===== config.mk =====
export PLATFORM = sky130hd
export DESIGN_NAME = acc_alu
export DESIGN_NICKNAME = d
export VERILOG_FILES = /design/src/rtl/acc_alu_pkg.sv /design/src/rtl/acc_alu_core.sv /design/src/rtl/acc_alu_branch.sv /design/src/rtl/acc_alu.sv
export SDC_FILE = /design/constraint.sdc
export NUM_CORES = 1
export LEC_CHECK = 0
export BUFFER_PORTS_ARGS = -buffer_cell sky130_fd_sc_hd__buf_2
export CORE_UTILIZATION = 25
export CTS_BUF_LIST = sky130_fd_sc_hd__clkbuf_8 sky130_fd_sc_hd__clkbuf_16
export CTS_CLUSTER_SIZE = 20
export DETAILED_ROUTE_END_ITERATION = 12
export GPL_ROUTABILITY_DRIVEN = 0
export PLACE_DENSITY = 0.37
export SYNTH_ARGS = -nofsm -noshare
export SYNTH_HDL_FRONTEND = slang
export SYNTH_SLANG_ARGS = --single-unit

===== constraint.sdc =====
create_clock -name clk_i -period 1.7 [get_ports clk_i]
set_input_delay 0.085 -clock clk_i [delete_from_list [all_inputs] [get_ports clk_i]]
set_output_delay 0.085 -clock clk_i [all_outputs]
set_load 0.01 [all_outputs]

===== src/rtl/acc_alu_pkg.sv =====
package acc_alu_pkg;
  localparam int DW    = 8;
  localparam int PW    = 2 * DW;
  localparam int CCR_W = 6;
  localparam int OP_W  = 5;
  localparam int CND_W = 4;

  localparam int FC = 0;
  localparam int FV = 1;
  localparam int FZ = 2;
  localparam int FN = 3;
  localparam int FI = 4;
  localparam int FH = 5;

  typedef enum logic [OP_W-1:0] {
    OP_ADD = 5'd0,  OP_ADC = 5'd1,  OP_SUB = 5'd2,  OP_SBC = 5'd3,
    OP_CMP = 5'd4,  OP_AND = 5'd5,  OP_OR  = 5'd6,  OP_EOR = 5'd7,
    OP_BIT = 5'd8,  OP_COM = 5'd9,  OP_NEG = 5'd10, OP_INC = 5'd11,
    OP_DEC = 5'd12, OP_CLR = 5'd13, OP_TST = 5'd14, OP_ASL = 5'd15,
    OP_ASR = 5'd16, OP_LSR = 5'd17, OP_ROL = 5'd18, OP_ROR = 5'd19,
    OP_DAA = 5'd20, OP_MUL = 5'd21
  } alu_op_e;

  typedef enum logic [CND_W-1:0] {
    BR_ALW = 4'd0,  BR_NVR = 4'd1,  BR_HI = 4'd2,  BR_LS = 4'd3,
    BR_CC  = 4'd4,  BR_CS  = 4'd5,  BR_NE = 4'd6,  BR_EQ = 4'd7,
    BR_VC  = 4'd8,  BR_VS  = 4'd9,  BR_PL = 4'd10, BR_MI = 4'd11,
    BR_GE  = 4'd12, BR_LT  = 4'd13, BR_GT = 4'd14, BR_LE = 4'd15
  } br_cond_e;
endpackage


===== src/rtl/acc_alu_core.sv =====
module acc_alu_core
  import acc_alu_pkg::*;
(
  input  alu_op_e          op_i,
  input  logic [DW-1:0]    a_i,
  input  logic [DW-1:0]    b_i,
  input  logic [CCR_W-1:0] ccr_i,
  output logic [PW-1:0]    res_o,
  output logic [CCR_W-1:0] ccr_o
);
  localparam logic [DW-1:0] ONE  = DW'(1);
  localparam logic [DW-1:0] SMIN = {1'b1, {(DW-1){1'b0}}};
  localparam logic [DW-1:0] SMAX = {1'b0, {(DW-1){1'b1}}};

  logic [PW-1:0] prod;
  assign prod = PW'(a_i) * PW'(b_i);

  logic [DW:0]   ext;
  logic [DW-1:0] m, s, r, corr;
  logic          cin, nz_upd, shf, lo_adj, hi_adj;
  logic [CCR_W-1:0] f;

  always_comb begin
    f      = ccr_i;
    r      = '0;
    ext    = '0;
    m      = a_i;
    s      = b_i;
    cin    = 1'b0;
    nz_upd = 1'b1;
    shf    = 1'b0;
    lo_adj = (ccr_i[FH] || a_i[3:0] > 4'd9);
    hi_adj = (ccr_i[FC] || a_i[7:4] > 4'd9 || (a_i[7:4] > 4'd8 && a_i[3:0] > 4'd9));
    corr   = {hi_adj ? 4'h6 : 4'h0, lo_adj ? 4'h6 : 4'h0};
    unique case (op_i)
      OP_ADD, OP_ADC: begin
        cin   = (op_i == OP_ADC) && ccr_i[FC];
        ext   = {1'b0, a_i} + {1'b0, b_i} + {{DW{1'b0}}, cin};
        r     = ext[DW-1:0];
        f[FC] = ext[DW];
        f[FV] = (a_i[DW-1] == b_i[DW-1]) && (r[DW-1] != a_i[DW-1]);
        f[FH] = a_i[4] ^ b_i[4] ^ r[4];
      end
      OP_SUB, OP_SBC, OP_CMP, OP_NEG: begin
        if (op_i == OP_NEG) begin
          m = '0;
          s = a_i;
        end
        cin   = (op_i == OP_SBC) && ccr_i[FC];
        ext   = {1'b0, m} - {1'b0, s} - {{DW{1'b0}}, cin};
        r     = ext[DW-1:0];
        f[FC] = ext[DW];
        f[FV] = (m[DW-1] != s[DW-1]) && (r[DW-1] != m[DW-1]);
      end
      OP_AND, OP_BIT: begin r = a_i & b_i; f[FV] = 1'b0; end
      OP_OR:          begin r = a_i | b_i; f[FV] = 1'b0; end
      OP_EOR:         begin r = a_i ^ b_i; f[FV] = 1'b0; end
      OP_COM:         begin r = ~a_i; f[FV] = 1'b0; f[FC] = 1'b1; end
      OP_INC:         begin r = a_i + ONE; f[FV] = (a_i == SMAX); end
      OP_DEC:         begin r = a_i - ONE; f[FV] = (a_i == SMIN); end
      OP_CLR:         begin r = '0; f[FV] = 1'b0; f[FC] = 1'b0; end
      OP_TST:         begin r = a_i; f[FV] = 1'b0; f[FC] = 1'b0; end
      OP_ASL: begin r = {a_i[DW-2:0], 1'b0};        f[FC] = a_i[DW-1]; shf = 1'b1; end
      OP_ASR: begin r = {a_i[DW-1], a_i[DW-1:1]};   f[FC] = a_i[0];    shf = 1'b1; end
      OP_LSR: begin r = {1'b0, a_i[DW-1:1]};        f[FC] = a_i[0];    shf = 1'b1; end
      OP_ROL: begin r = {a_i[DW-2:0], ccr_i[FC]};   f[FC] = a_i[DW-1]; shf = 1'b1; end
      OP_ROR: begin r = {ccr_i[FC], a_i[DW-1:1]};   f[FC] = a_i[0];    shf = 1'b1; end
      OP_DAA: begin
        ext   = {1'b0, a_i} + {1'b0, corr};
        r     = ext[DW-1:0];
        f[FC] = ccr_i[FC] | hi_adj;
        f[FV] = 1'b0;
      end
      OP_MUL: begin
        nz_upd = 1'b0;
        f[FC]  = prod[DW-1];
      end
      default: nz_upd = 1'b0;
    endcase
    if (nz_upd) begin
      f[FN] = r[DW-1];
      f[FZ] = (r == '0);
    end
    if (shf) f[FV] = f[FN] ^ f[FC];
    ccr_o = f;
    res_o = (op_i == OP_MUL) ? prod : {{DW{1'b0}}, r};
  end
endmodule


===== src/rtl/acc_alu_branch.sv =====
module acc_alu_branch
  import acc_alu_pkg::*;
(
  input  br_cond_e         cond_i,
  input  logic [CCR_W-1:0] ccr_i,
  output logic             take_o
);
  logic c, v, z, n, nv;
  assign c  = ccr_i[FC];
  assign v  = ccr_i[FV];
  assign z  = ccr_i[FZ];
  assign n  = ccr_i[FN];
  assign nv = n ^ v;

  always_comb begin
    unique case (cond_i)
      BR_ALW: take_o = 1'b1;
      BR_NVR: take_o = 1'b0;
      BR_HI:  take_o = ~(c | z);
      BR_LS:  take_o = c | z;
      BR_CC:  take_o = ~c;
      BR_CS:  take_o = c;
      BR_NE:  take_o = ~z;
      BR_EQ:  take_o = z;
      BR_VC:  take_o = ~v;
      BR_VS:  take_o = v;
      BR_PL:  take_o = ~n;
      BR_MI:  take_o = n;
      BR_GE:  take_o = ~nv;
      BR_LT:  take_o = nv;
      BR_GT:  take_o = ~(z | nv);
      BR_LE:  take_o = z | nv;
      default: take_o = 1'b0;
    endcase
  end
endmodule


===== src/rtl/acc_alu.sv =====
module acc_alu
  import acc_alu_pkg::*;
(
  input  logic             clk_i,
  input  logic             rst_ni,
  input  logic             valid_i,
  input  logic [OP_W-1:0]  op_i,
  input  logic [DW-1:0]    a_i,
  input  logic [DW-1:0]    b_i,
  input  logic [CCR_W-1:0] ccr_i,
  input  logic [CND_W-1:0] cond_i,
  output logic             valid_o,
  output logic [PW-1:0]    result_o,
  output logic [CCR_W-1:0] ccr_o,
  output logic             take_o
);
  logic [PW-1:0]    res_d;
  logic [CCR_W-1:0] ccr_d;
  logic             take_d;

  acc_alu_core u_core (
    .op_i  (alu_op_e'(op_i)),
    .a_i   (a_i),
    .b_i   (b_i),
    .ccr_i (ccr_i),
    .res_o (res_d),
    .ccr_o (ccr_d)
  );

  acc_alu_branch u_branch (
    .cond_i (br_cond_e'(cond_i)),
    .ccr_i  (ccr_i),
    .take_o (take_d)
  );

  always_ff @(posedge clk_i or negedge rst_ni) begin
    if (!rst_ni) begin
      valid_o  <= 1'b0;
      result_o <= '0;
      ccr_o    <= '0;
      take_o   <= 1'b0;
    end else begin
      valid_o <= valid_i;
      if (valid_i) begin
        result_o <= res_d;
        ccr_o    <= ccr_d;
        take_o   <= take_d;
      end
    end
  end

  a_r1_valid_pulse: assert property (@(posedge clk_i) disable iff (!rst_ni)
    valid_i |=> valid_o);

  a_r2_hold: assert property (@(posedge clk_i) disable iff (!rst_ni)
    !valid_i |=> !valid_o && $stable(result_o) && $stable(ccr_o) && $stable(take_o));

  a_r3_i_pass: assert property (@(posedge clk_i) disable iff (!rst_ni)
    valid_i |=> ccr_o[FI] == $past(ccr_i[FI]));

  a_r3_h_only_add: assert property (@(posedge clk_i) disable iff (!rst_ni)
    valid_i && op_i != OP_ADD && op_i != OP_ADC |=> ccr_o[FH] == $past(ccr_i[FH]));

  a_r8_clr_flags: assert property (@(posedge clk_i) disable iff (!rst_ni)
    valid_i && op_i == OP_CLR |=> result_o == '0 && ccr_o[3:0] == 4'b0100);

  a_r11_mul_only_c: assert property (@(posedge clk_i) disable iff (!rst_ni)
    valid_i && op_i == OP_MUL |=>
      ccr_o[CCR_W-1:1] == $past(ccr_i[CCR_W-1:1]) && ccr_o[FC] == result_o[DW-1]);

  a_r12_z_low_byte: assert property (@(posedge clk_i) disable iff (!rst_ni)
    valid_i && op_i < OP_MUL |=>
      ccr_o[FZ] == (result_o[DW-1:0] == '0) && result_o[PW-1:DW] == '0);

  a_r13_always_never: assert property (@(posedge clk_i) disable iff (!rst_ni)
    valid_i && cond_i < 4'd2 |=> take_o == ($past(cond_i) == 4'd0));
endmodule


==> results.yml, run 1 <==
outcome:
  status: "finished with violations"
  violations: "setup timing"
synth:
  synth_cell_types: 84
  syn_nets: 855
  syn_area_sq_mm: 0.00557
  ys_top_cells_by_area: "ha_1 16%, fa_1 15%, dfrtp_1 11%"
  synth-main-ff-cell: "dfrtp_1"
  syn_inst: 709
  yosysMostFrequentCell: "inv_1"
  ys_ff_latch: 24
  synth_edf_count: 0
  synth_top_cell_by_area: "ha_1"
  yosys.area.top_type_share: 0.160
  syn_area_per_cell_sq_um: 7.85
  yosysSeqAreaShare: 0.108
  synth_common_cells: "99 x inv_1, 82 x nand2_1, 71 x ha_1, 56 x nor2_1, 41 x fa_1"
  synthArstFlopShare: 1.00
  yosysWarningCount: 0
die:
  initial_core_util: 0.255
  rows: 54
  die_w_microns: 151
  coreArea_sq_mm: 0.0218
  die_y_microns: 151
  ios: 58
  dieArea_sq_mm: 0.0229
detailed_routing:
  totalWireLength_microns: 23300
  drt_first_iter_violations: 367
  drc: 0
  wl_per_cell_microns: 18.7
  ant_nets: 0
  drtPass1Iterations: 5
  vias: 6241
  via_per_inst: 5.00
sta:
  min_period_ns: 3.58
  fin_crit_sh: 2.11
  finalSetupViolCount: 21
  setup_total_negative_slack_ns: -27.35
  hold_violations: 0
  skew_ns: 0
  slew_headroom: 0.616
  rsz0062_at_grt: "true"
  drv_slew: 0
  tightest_slew_ns: 0.570
  fmax_ghz: 0.279
  holdWs_ns: 0.0530
  fin_ws_ns: -1.88
global_routing:
  grt_pass1_wl_microns: 35700
  grt_max_degree: 30
  antenna_found_initial: 0
  first_global_vias: 6263
  grt_util_all_layers: 0.206
  grt-ovfl-total: 0
worst_setup_path:
  cp-end-kind: "flop"
  max_stage_delay_ns: 0.55
  worstSetupStartpointType: "primary input"
  reg2reg_slack_ns: 0.84
  cp_top_family: "adder cells"
  critPathMaxFanout: 4
  path_common_cell: "inv_2"
  cp.required_ns: 1.85
  cp_cell_sequence: "buf_8 > buf_4 > ha_4 > inv_2 > fa_1 > inv_2 > fa_1 > inv_2 > fa_1 > inv_2 > fa_2 > ha_4 > nand2_2 > nand2_2 > a31o_4 > a31oi_4 > a21oi_2 > xnor2_1 > o2bb2ai_1"
  worstSetupPathType: "in2reg"
  slowest_stage: "fa_2"
  arrival_ns: 3.72
  cp_num_buf_inv: 6
pwr:
  p_leak_uw: 0.00436
  power_density_mw_per_mm2: 732
  ir_drop_v: 0.000677
cts:
  htreeDepth: 1
  cts-root-buf: "clkbuf_16"
  clk_pin_slew_ns: 0.06
  cts_tree: "done"
  clockBufferDepth: 2
  clkSinkCount: 24
  clock_latency_ns: 0.27
  cts-buffers-inserted: 3
cells_and_area:
  synthToLayoutAreaGrowth_pct: 65.1
  n_fill_cell: 2236
  fin_nets: 1115
  drive_above_1_share: 0.478
  multi_input_area_sq_mm: 0.00529
  seqCellArea_sq_um: 601
  diodes: 0
placement:
  hpwl_microns: 18500
  preCtsSetupSlack_ns: -2.33
  portBuffers: 57
hold_path:
  hold_path_class: "in2reg"
job:
  cap_violations: 0
==> layer usage <==
| metal | GRT usage | vias to the layer above | part of all wire |
|---|---|---|---|
| met1 | 0.310 | 3039 | 0.48 |
| met2 | 0.317 | 182 | 0.44 |
| met4 | 0.0435 | 0 | 0.017 |
| met5 | 0 | - | 0 |
| met3 | 0.0127 | 22 | 0.056 |
| li1 | - | 2998 | - |
==> final timing paths <==
path                                from      endpoint  depth (start not counted)
worst max-delay path              b_i[4]  result_o[14]                         19
worst min-delay path            ccr_i[4]      ccr_o[4]                          2
worst max register to register  ccr_o[3]      ccr_o[3]                          2
worst min register to register  ccr_o[5]      ccr_o[5]                          1
max in group asynchronous         rst_ni      ccr_o[4]                          2
min in group asynchronous         rst_ni  result_o[11]                          2
==> stage by stage <==
step,power (uW),std cells,area (sq um),utilization
global placement,4970,1211,7880,0.361
floorplan,3280,709,6080,-
detailed placement,4930,1211,7880,0.361
global route,7270,1248,9200,0.421
finish,6730,1248,9200,0.421
CTS,6190,1233,8700,0.399
==> sequential cells by signal, indices dropped and copies added (netlist names) <==
| register | flops |
|---|---|
| result_o | 16 |
| take_o | 1 |
| ccr_o | 6 |
| valid_o | 1 |
==> repair_timing <==
item	in CTS	in global routing
hold buffers	1	0
cloned	2	2
hold endpoints to repair	24	0
pin swaps	51	56
endpoints found under the setup margin	21	21
setup buffers	19	15
gates resized for setup	139	75
==> cell type report <==
cell class | instances | area share
multi-input cells | 549 | 0.576
repair buffers | 288 | 0.264
flip-flops and latches | 24 | 0.0653
inverters | 103 | 0.0461
well taps | 280 | 0.0381
clock buffers | 3 | 0.00816
clock inverters | 1 | 0.00327
==> where the power goes <==
part / switching (uW) / internal (uW)
sequential: 34.4 / 635
combinational: 2630 / 2740
clock: 218 / 469
==> kinds of logic after synthesis <==
family                     share of synthesized area
adders and majority gates                      0.307
AOI/OAI and AO/OA                              0.223
xor gates and xnor gates                      0.0425
muxes                                        0.00584
and+or+nand+nor                                0.211
buffers and inverters                          0.103
DFF                                            0.108
==> layout by cell type, fill, tap and decap left out, types with 9 or more instances in the layout <==
master | netlist | layout
ha_1 | 71 | 55
nand3_1 | 16 | 15
a211oi_2 | 2 | 9
nor3_1 | 16 | 9
xor2_1 | 11 | 9
ha_4 | 0 | 15
a21oi_2 | 1 | 10
a31oi_1 | 11 | 9
buf_6 | 5 | 31
nand2_4 | 0 | 10
inv_2 | 0 | 17
buf_12 | 0 | 11
fa_2 | 0 | 11
inv_1 | 99 | 79
a21oi_1 | 33 | 20
nor2_1 | 56 | 43
xnor2_1 | 16 | 14
o21ai_0 | 25 | 14
nand2_1 | 82 | 63
nand2_2 | 0 | 9
buf_2 | 7 | 42
buf_4 | 4 | 195
dfrtp_1 | 24 | 24
fa_1 | 41 | 30
Note: power is estimated with default switching activity, not from simulation.
==> run 2: changes to the inputs <==
Settings changed: CORE_MARGIN set to 3.
==> run 2 against run 1 <==
- non-clock buffer count increased by 2
- first-iteration DRC count increased by 7.1%
- combinational power increased by 4.5%
- fmax increased by 1.7%
- critical path depth decreased by 3
- sequential share of layout area about the same
- largest power group unchanged
- register-to-register slack about the same
- wire length increased by 2.9%
- the run still ends with setup timing left
- largest cell class unchanged
- core utilization increased by 0.67 points
- worst setup slack improved by 0.060 ns
==> results.yml, run 2 (synthesis gave the netlist of run 1 again) <==
outcome:
  status: "finished with violations"
  violations: "setup timing"
die:
  ios: 58
  die_w_microns: 155
  coreArea_sq_mm: 0.0214
  initial_core_util: 0.260
  rows: 53
  dieArea_sq_mm: 0.0241
  die_y_microns: 155
sta:
  skew_ns: 0
  min_period_ns: 3.52
  slew_headroom: 0.631
  fin_crit_sh: 2.07
  finalSetupViolCount: 21
  tightest_slew_ns: 0.554
  drv_slew: 0
  hold_violations: 0
  fin_ws_ns: -1.82
  fmax_ghz: 0.284
  rsz0062_at_grt: "true"
cts:
  cts_tree: "done"
  htreeDepth: 1
  clkSinkCount: 24
  cts-buffers-inserted: 3
  clockBufferDepth: 2
  clk_pin_slew_ns: 0.06
  clock_latency_ns: 0.26
  cts-root-buf: "clkbuf_16"
global_routing:
  grt-ovfl-total: 0
  first_global_vias: 6451
  grt_pass1_wl_microns: 37300
  grt_max_degree: 28
  antenna_found_initial: 0
  grt_util_all_layers: 0.197
pwr:
  sw_frac_of_total: 0.438
  power.share.combinational: 0.826
  power_uw: 6780
  internal-power_uw: 3810
  clkPwrFrac: 0.075
  pwr-share-seq: 0.099
  power_density_mw_per_mm2: 740
  ir_drop_v: 0.000830
  switching_power_uw: 2970
  p_leak_uw: 0.00434
cells_and_area:
  drive_above_1_share: 0.486
  top_register: "result_o"
  layout_top_registers: "result_o (16), ccr_o (6)"
  diodes: 0
  final_core_util: 0.428
  n_fill_cell: 2125
  largest_reg_flops: 16
  layout_common_cells: "206 x buf_4, 77 x inv_1, 64 x nand2_1"
  mostFrequentLayoutCell: "buf_4"
  synthToLayoutAreaGrowth_pct: 64.7
  instances_no_fill: 1244
  fin_nets: 1117
worst_setup_path:
  critPathMaxFanout: 5
  cp_num_buf_inv: 5
  max_stage_delay_ns: 0.58
  cp.required_ns: 1.87
  cp_cell_sequence: "buf_12 > buf_8 > nand2_2 > fa_1 > inv_2 > fa_1 > inv_2 > fa_2 > fa_2 > inv_2 > ha_4 > o211ai_1 > a21oi_2 > nor3_2 > xor2_1 > o31ai_1"
  path_common_cell: "inv_2"
  cp_top_family: "adder cells"
  arrival_ns: 3.68
  worstSetupStartpointType: "primary input"
  worstSetupPathType: "in2reg"
  cp-end-kind: "flop"
  slowest_stage: "fa_2"
job:
  cap_violations: 0
detailed_routing:
  wl_per_cell_microns: 19.3
  drt_first_iter_violations: 393
  vias: 6224
  drc: 0
  via_per_inst: 5.00
  ant_nets: 0
  drtPass1Iterations: 5
  totalWireLength_microns: 24000
placement:
  portBuffers: 57
  hpwl_microns: 19200
  dp_cells: 1213
hold_path:
  hold_path_class: "in2reg"
==> run 2: area by class of cell <==
class                      count  area, sq um  area share
sequential                    24          601      0.0655
multi-input combinational    549         5320       0.580
inverter                     103          414      0.0452
clock buffer                   3         75.1     0.00819
tap                          275          344      0.0375
timing repair buffer         290         2420       0.264
==> run 2: routing by layer <==
layer	up-vias	routed length, microns	global-route usage
li1	2993	-	-
met3	27	1340	0.0278
met4	0	440	0.0400
met5	-	0	0
met1	3043	11700	0.292
met2	161	10500	0.304
==> run 2: repair_timing <==
| action | in CTS | in global routing |
|---|---|---|
| hold buffers | 1 | 0 |
| setup endpoints to repair | 21 | 21 |
| setup buffers | 17 | 14 |
| gates resized for setup | 140 | 78 |
| cloned | 2 | 2 |
| hold endpoints to repair | 24 | 0 |
| pin swaps | 54 | 45 |
==> run 2: through the flow <==
stage	setup slack (ns)	area, sq um	TNS [ns]	hold WS (ns)
finish	-1.82	9170	-26.41	0.0577
global route	-2.01	9170	-28.98	0.0591
CTS	-1.89	8690	-26.88	0.0518
detailed placement	-2.36	7890	-37.03	0.103
floorplan	-1.89	6080	-28.02	-0.211
global placement	-2.30	7890	-36.96	0.0964
==> run 2: worst paths after layout <==
path | startpoint | slack (ns) | endpoint | depth (start not counted)
min reg2reg | result_o[13] | 0.48 | result_o[13] | 2
max reg2reg | ccr_o[3] | 0.85 | ccr_o[3] | 2
min in group asynchronous | rst_ni | 0.34 | result_o[11] | 2
min | ccr_i[4] | 0.06 | ccr_o[4] | 2
max in group asynchronous | rst_ni | 1.00 | ccr_o[5] | 2
max | a_i[4] | -1.82 | result_o[13] | 16
==> run 2: power by group through the flow <==
stage,Clock [uW],Combinational [uW],Sequential [uW]
after floorplan,0,2570,709
after global placement,0,4320,677
after detailed placement,0,4300,677
after CTS,535,5090,668
after global routing,555,6120,678
final,510,5610,669
==> run 3: changes to the inputs <==
Settings changed: ABC_AREA set to 1.
==> run 3 against run 2 <==
- the flow still finishes with violations (setup timing)
- sequential share of layout area decreased by 0.63 points
- worst setup slack improved by 0.027 ns
- non-clock buffer count increased by 38
- clock power grew 11%
- critical path depth up 5
- largest power group unchanged
- highest routed layer is now met5
- fmax rose by 0.78%
==> results.yml, run 3 <==
outcome:
  status: "finished with violations"
  violations: "setup timing"
synth:
  ys_ff_latch: 24
  syn_area_sq_mm: 0.00593
  synthArstFlopShare: 1.00
  syn_inst: 957
  synth-main-ff-cell: "dfrtp_1"
  syn_area_per_cell_sq_um: 6.20
  synth_top_cell_by_area: "nand2_1"
  ys_top_cells_by_area: "nand2_1 17%, ha_1 15%, fa_1 14%"
  yosysWarningCount: 0
  yosys.area.top_type_share: 0.167
  synthAdderAreaFrac: 0.288
  yosysMostFrequentCell: "nand2_1"
  synth_xor_area_frac: 0.0118
  synth_cell_types: 39
  yosysSeqAreaShare: 0.101
  synth.area.mux_share: 0.00169
  synthSimpleGateAreaFrac: 0.344
  synth_edf_count: 0
  synth_top_family_by_area: "simple AND/OR/NAND/NOR gates"
  synth_common_cells: "264 x nand2_1, 196 x inv_1, 79 x nand3_1, 76 x nor2_1, 71 x ha_1"
  syn_nets: 1103
  synth_compound_area_frac: 0.108
cells_and_area:
  top_register: "result_o"
  fin_nets: 1407
  instances_no_fill: 1573
  n_fill_cell: 2471
  layout_top_registers: "result_o (16), ccr_o (6)"
  layout_common_cells: "226 x buf_4, 208 x nand2_1, 154 x inv_1"
  final_core_util: 0.442
  drive_above_1_share: 0.447
  diodes: 0
  largest_reg_flops: 16
  mostFrequentLayoutCell: "buf_4"
  synthToLayoutAreaGrowth_pct: 71.1
pwr:
  power_density_mw_per_mm2: 692
  pwr-share-seq: 0.097
  ir_drop_v: 0.000571
  p_leak_uw: 0.00542
  power.share.combinational: 0.823
  power_uw: 7030
  sw_frac_of_total: 0.465
  clkPwrFrac: 0.081
  switching_power_uw: 3270
  internal-power_uw: 3760
hold_path:
  worstHoldStart: "ccr_i[4]"
  hold_path_class: "in2reg"
  hold_path_end: "ccr_o[4]"
  holdPathStages: 3
sta:
  drv_slew: 0
  holdWs_ns: 0.0375
  setup_total_negative_slack_ns: -24.95
  min_period_ns: 3.49
  slew_headroom: 0.612
  skew_ns: 0
  fmax_ghz: 0.286
  rsz0062_at_grt: "true"
  tightest_slew_ns: 0.582
  fin_ws_ns: -1.79
  fin_crit_sh: 2.05
  hold_violations: 0
  finalSetupViolCount: 20
cts:
  clkSinkCount: 24
  clk_pin_slew_ns: 0.07
  clock_latency_ns: 0.25
  cts-root-buf: "clkbuf_16"
  cts-buffers-inserted: 3
  htreeDepth: 1
  clockBufferDepth: 2
  cts_tree: "done"
worst_setup_path:
  arrival_ns: 3.64
  cp.required_ns: 1.85
  r2r_cells: 2
  cp-end-kind: "flop"
  worstSetupStartpointType: "primary input"
  critPathMaxFanout: 4
  startpoint: "a_i[4]"
  worstSetupPathType: "in2reg"
  reg2reg_slack_ns: 1.00
  r2r_end: "ccr_o[5]"
  rr_startpoint: "ccr_o[5]"
die:
  rows: 55
  ios: 58
  initial_core_util: 0.258
  die_y_microns: 160
  dieArea_sq_mm: 0.0256
  die_w_microns: 160
  coreArea_sq_mm: 0.0230
detailed_routing:
  via_per_inst: 4.51
  totalWireLength_microns: 25700
  drt_first_iter_violations: 424
  drtPass1Iterations: 5
  ant_nets: 0
  drc: 0
  wl_per_cell_microns: 16.4
  vias: 7089
global_routing:
  first_global_vias: 7173
  grt_pass1_wl_microns: 40400
  grt_util_all_layers: 0.199
  grt-ovfl-total: 0
  grt_max_degree: 25
  antenna_found_initial: 1
placement:
  portBuffers: 57
  hpwl_microns: 21300
  dp_cells: 1531
job:
  cap_violations: 0
[run 3: changes by cell type after synthesis, sizes merged, moves of 9 or more]
cell	change
o21ai	+20
nor4	-9
buf	-9
nor3	-9
xnor2	-11
o2bb2ai	-9
nand4	+21
nor2	+27
inv	+99
nand3	+70
nand2	+184
[run 3: layer usage]
| layer | vias up | GRT usage | routed length [microns] |
|---|---|---|---|
| met5 | - | 0 | 7 |
| met4 | 2 | 0.0189 | 191 |
| met3 | 18 | 0.0187 | 1030 |
| met2 | 139 | 0.315 | 11300 |
| met1 | 3304 | 0.302 | 13200 |
| li1 | 3626 | - | - |
[run 3: cells by family (layout without fill, tap and decap cells)]
logic type	after synthesis	in the layout
AOI/OAI and AO/OA	113	113
and+or+nand+nor	472	472
muxes	1	1
xor gates and xnor gates	8	8
DFF	24	24
adders and majority gates	112	112
buffers and inverters	227	530
[run 3: power groups by stage]
stage,combinational [uW],clock [uW],sequential [uW]
final,5780,566,681
after global routing,6340,603,691
after CTS,5030,578,681
after detailed placement,4430,0,690
after global placement,4460,0,692
after floorplan,2550,0,714
[run 3: cell type report]
cell class,instances,area [sq um],share of cell area
timing repair buffer,328,2780,0.274
tap,313,392,0.0386
inverter,198,757,0.0746
clock buffer,4,88.8,0.00875
sequential,24,601,0.0592
multi-input combinational,706,5540,0.545
[run 3: worst max-delay path: stages]
cell,delay [ns]
buf_12,0.09
buf_8,0.12
nand2_4,0.05
fa_1,0.54
inv_2,0.04
fa_1,0.49
inv_2,0.04
fa_1,0.48
fa_1,0.51
inv_2,0.04
ha_4,0.30
inv_2,0.06
nor3_4,0.14
nand3_2,0.09
nand3_2,0.12
nand2_2,0.07
nand2_1,0.06
a21o_1,0.12
a21oi_1,0.06
o21ai_1,0.08
nand2_1,0.06
[run 3: metrics by stage]
| stage | area, sq um | worst slack (ns) |
|---|---|---|
| 6_report | 10200 | -1.79 |
| 5_1_grt | 10200 | -1.96 |
| 4_1_cts | 9590 | -1.86 |
| 3_5_place_dp | 8620 | -2.29 |
| 3_3_place_gp | 8620 | -2.23 |
| 2_1_floorplan | 6580 | -1.89 |
[run 3: worst max-delay path by stage]
stage	endpoint	slack, ns	depth (start not counted)
6_report	result_o[14]	-1.79	21
5_1_grt	result_o[14]	-1.96	21
3_3_place_gp	result_o[14]	-2.23	21
3_5_place_dp	result_o[14]	-2.29	21
4_1_cts	result_o[14]	-1.86	20
2_1_floorplan	result_o[14]	-1.89	21
[run 3: timing repair]
action / 4_1_cts / 5_1_grt
buffers inserted: 25 / 17
pin swaps: 91 / 86
setup endpoints to repair: 21 / 21
gates cloned: 1 / 0
hold buffers: 1 / 0
resized for setup: 175 / 115
hold endpoints to repair: 24 / 0
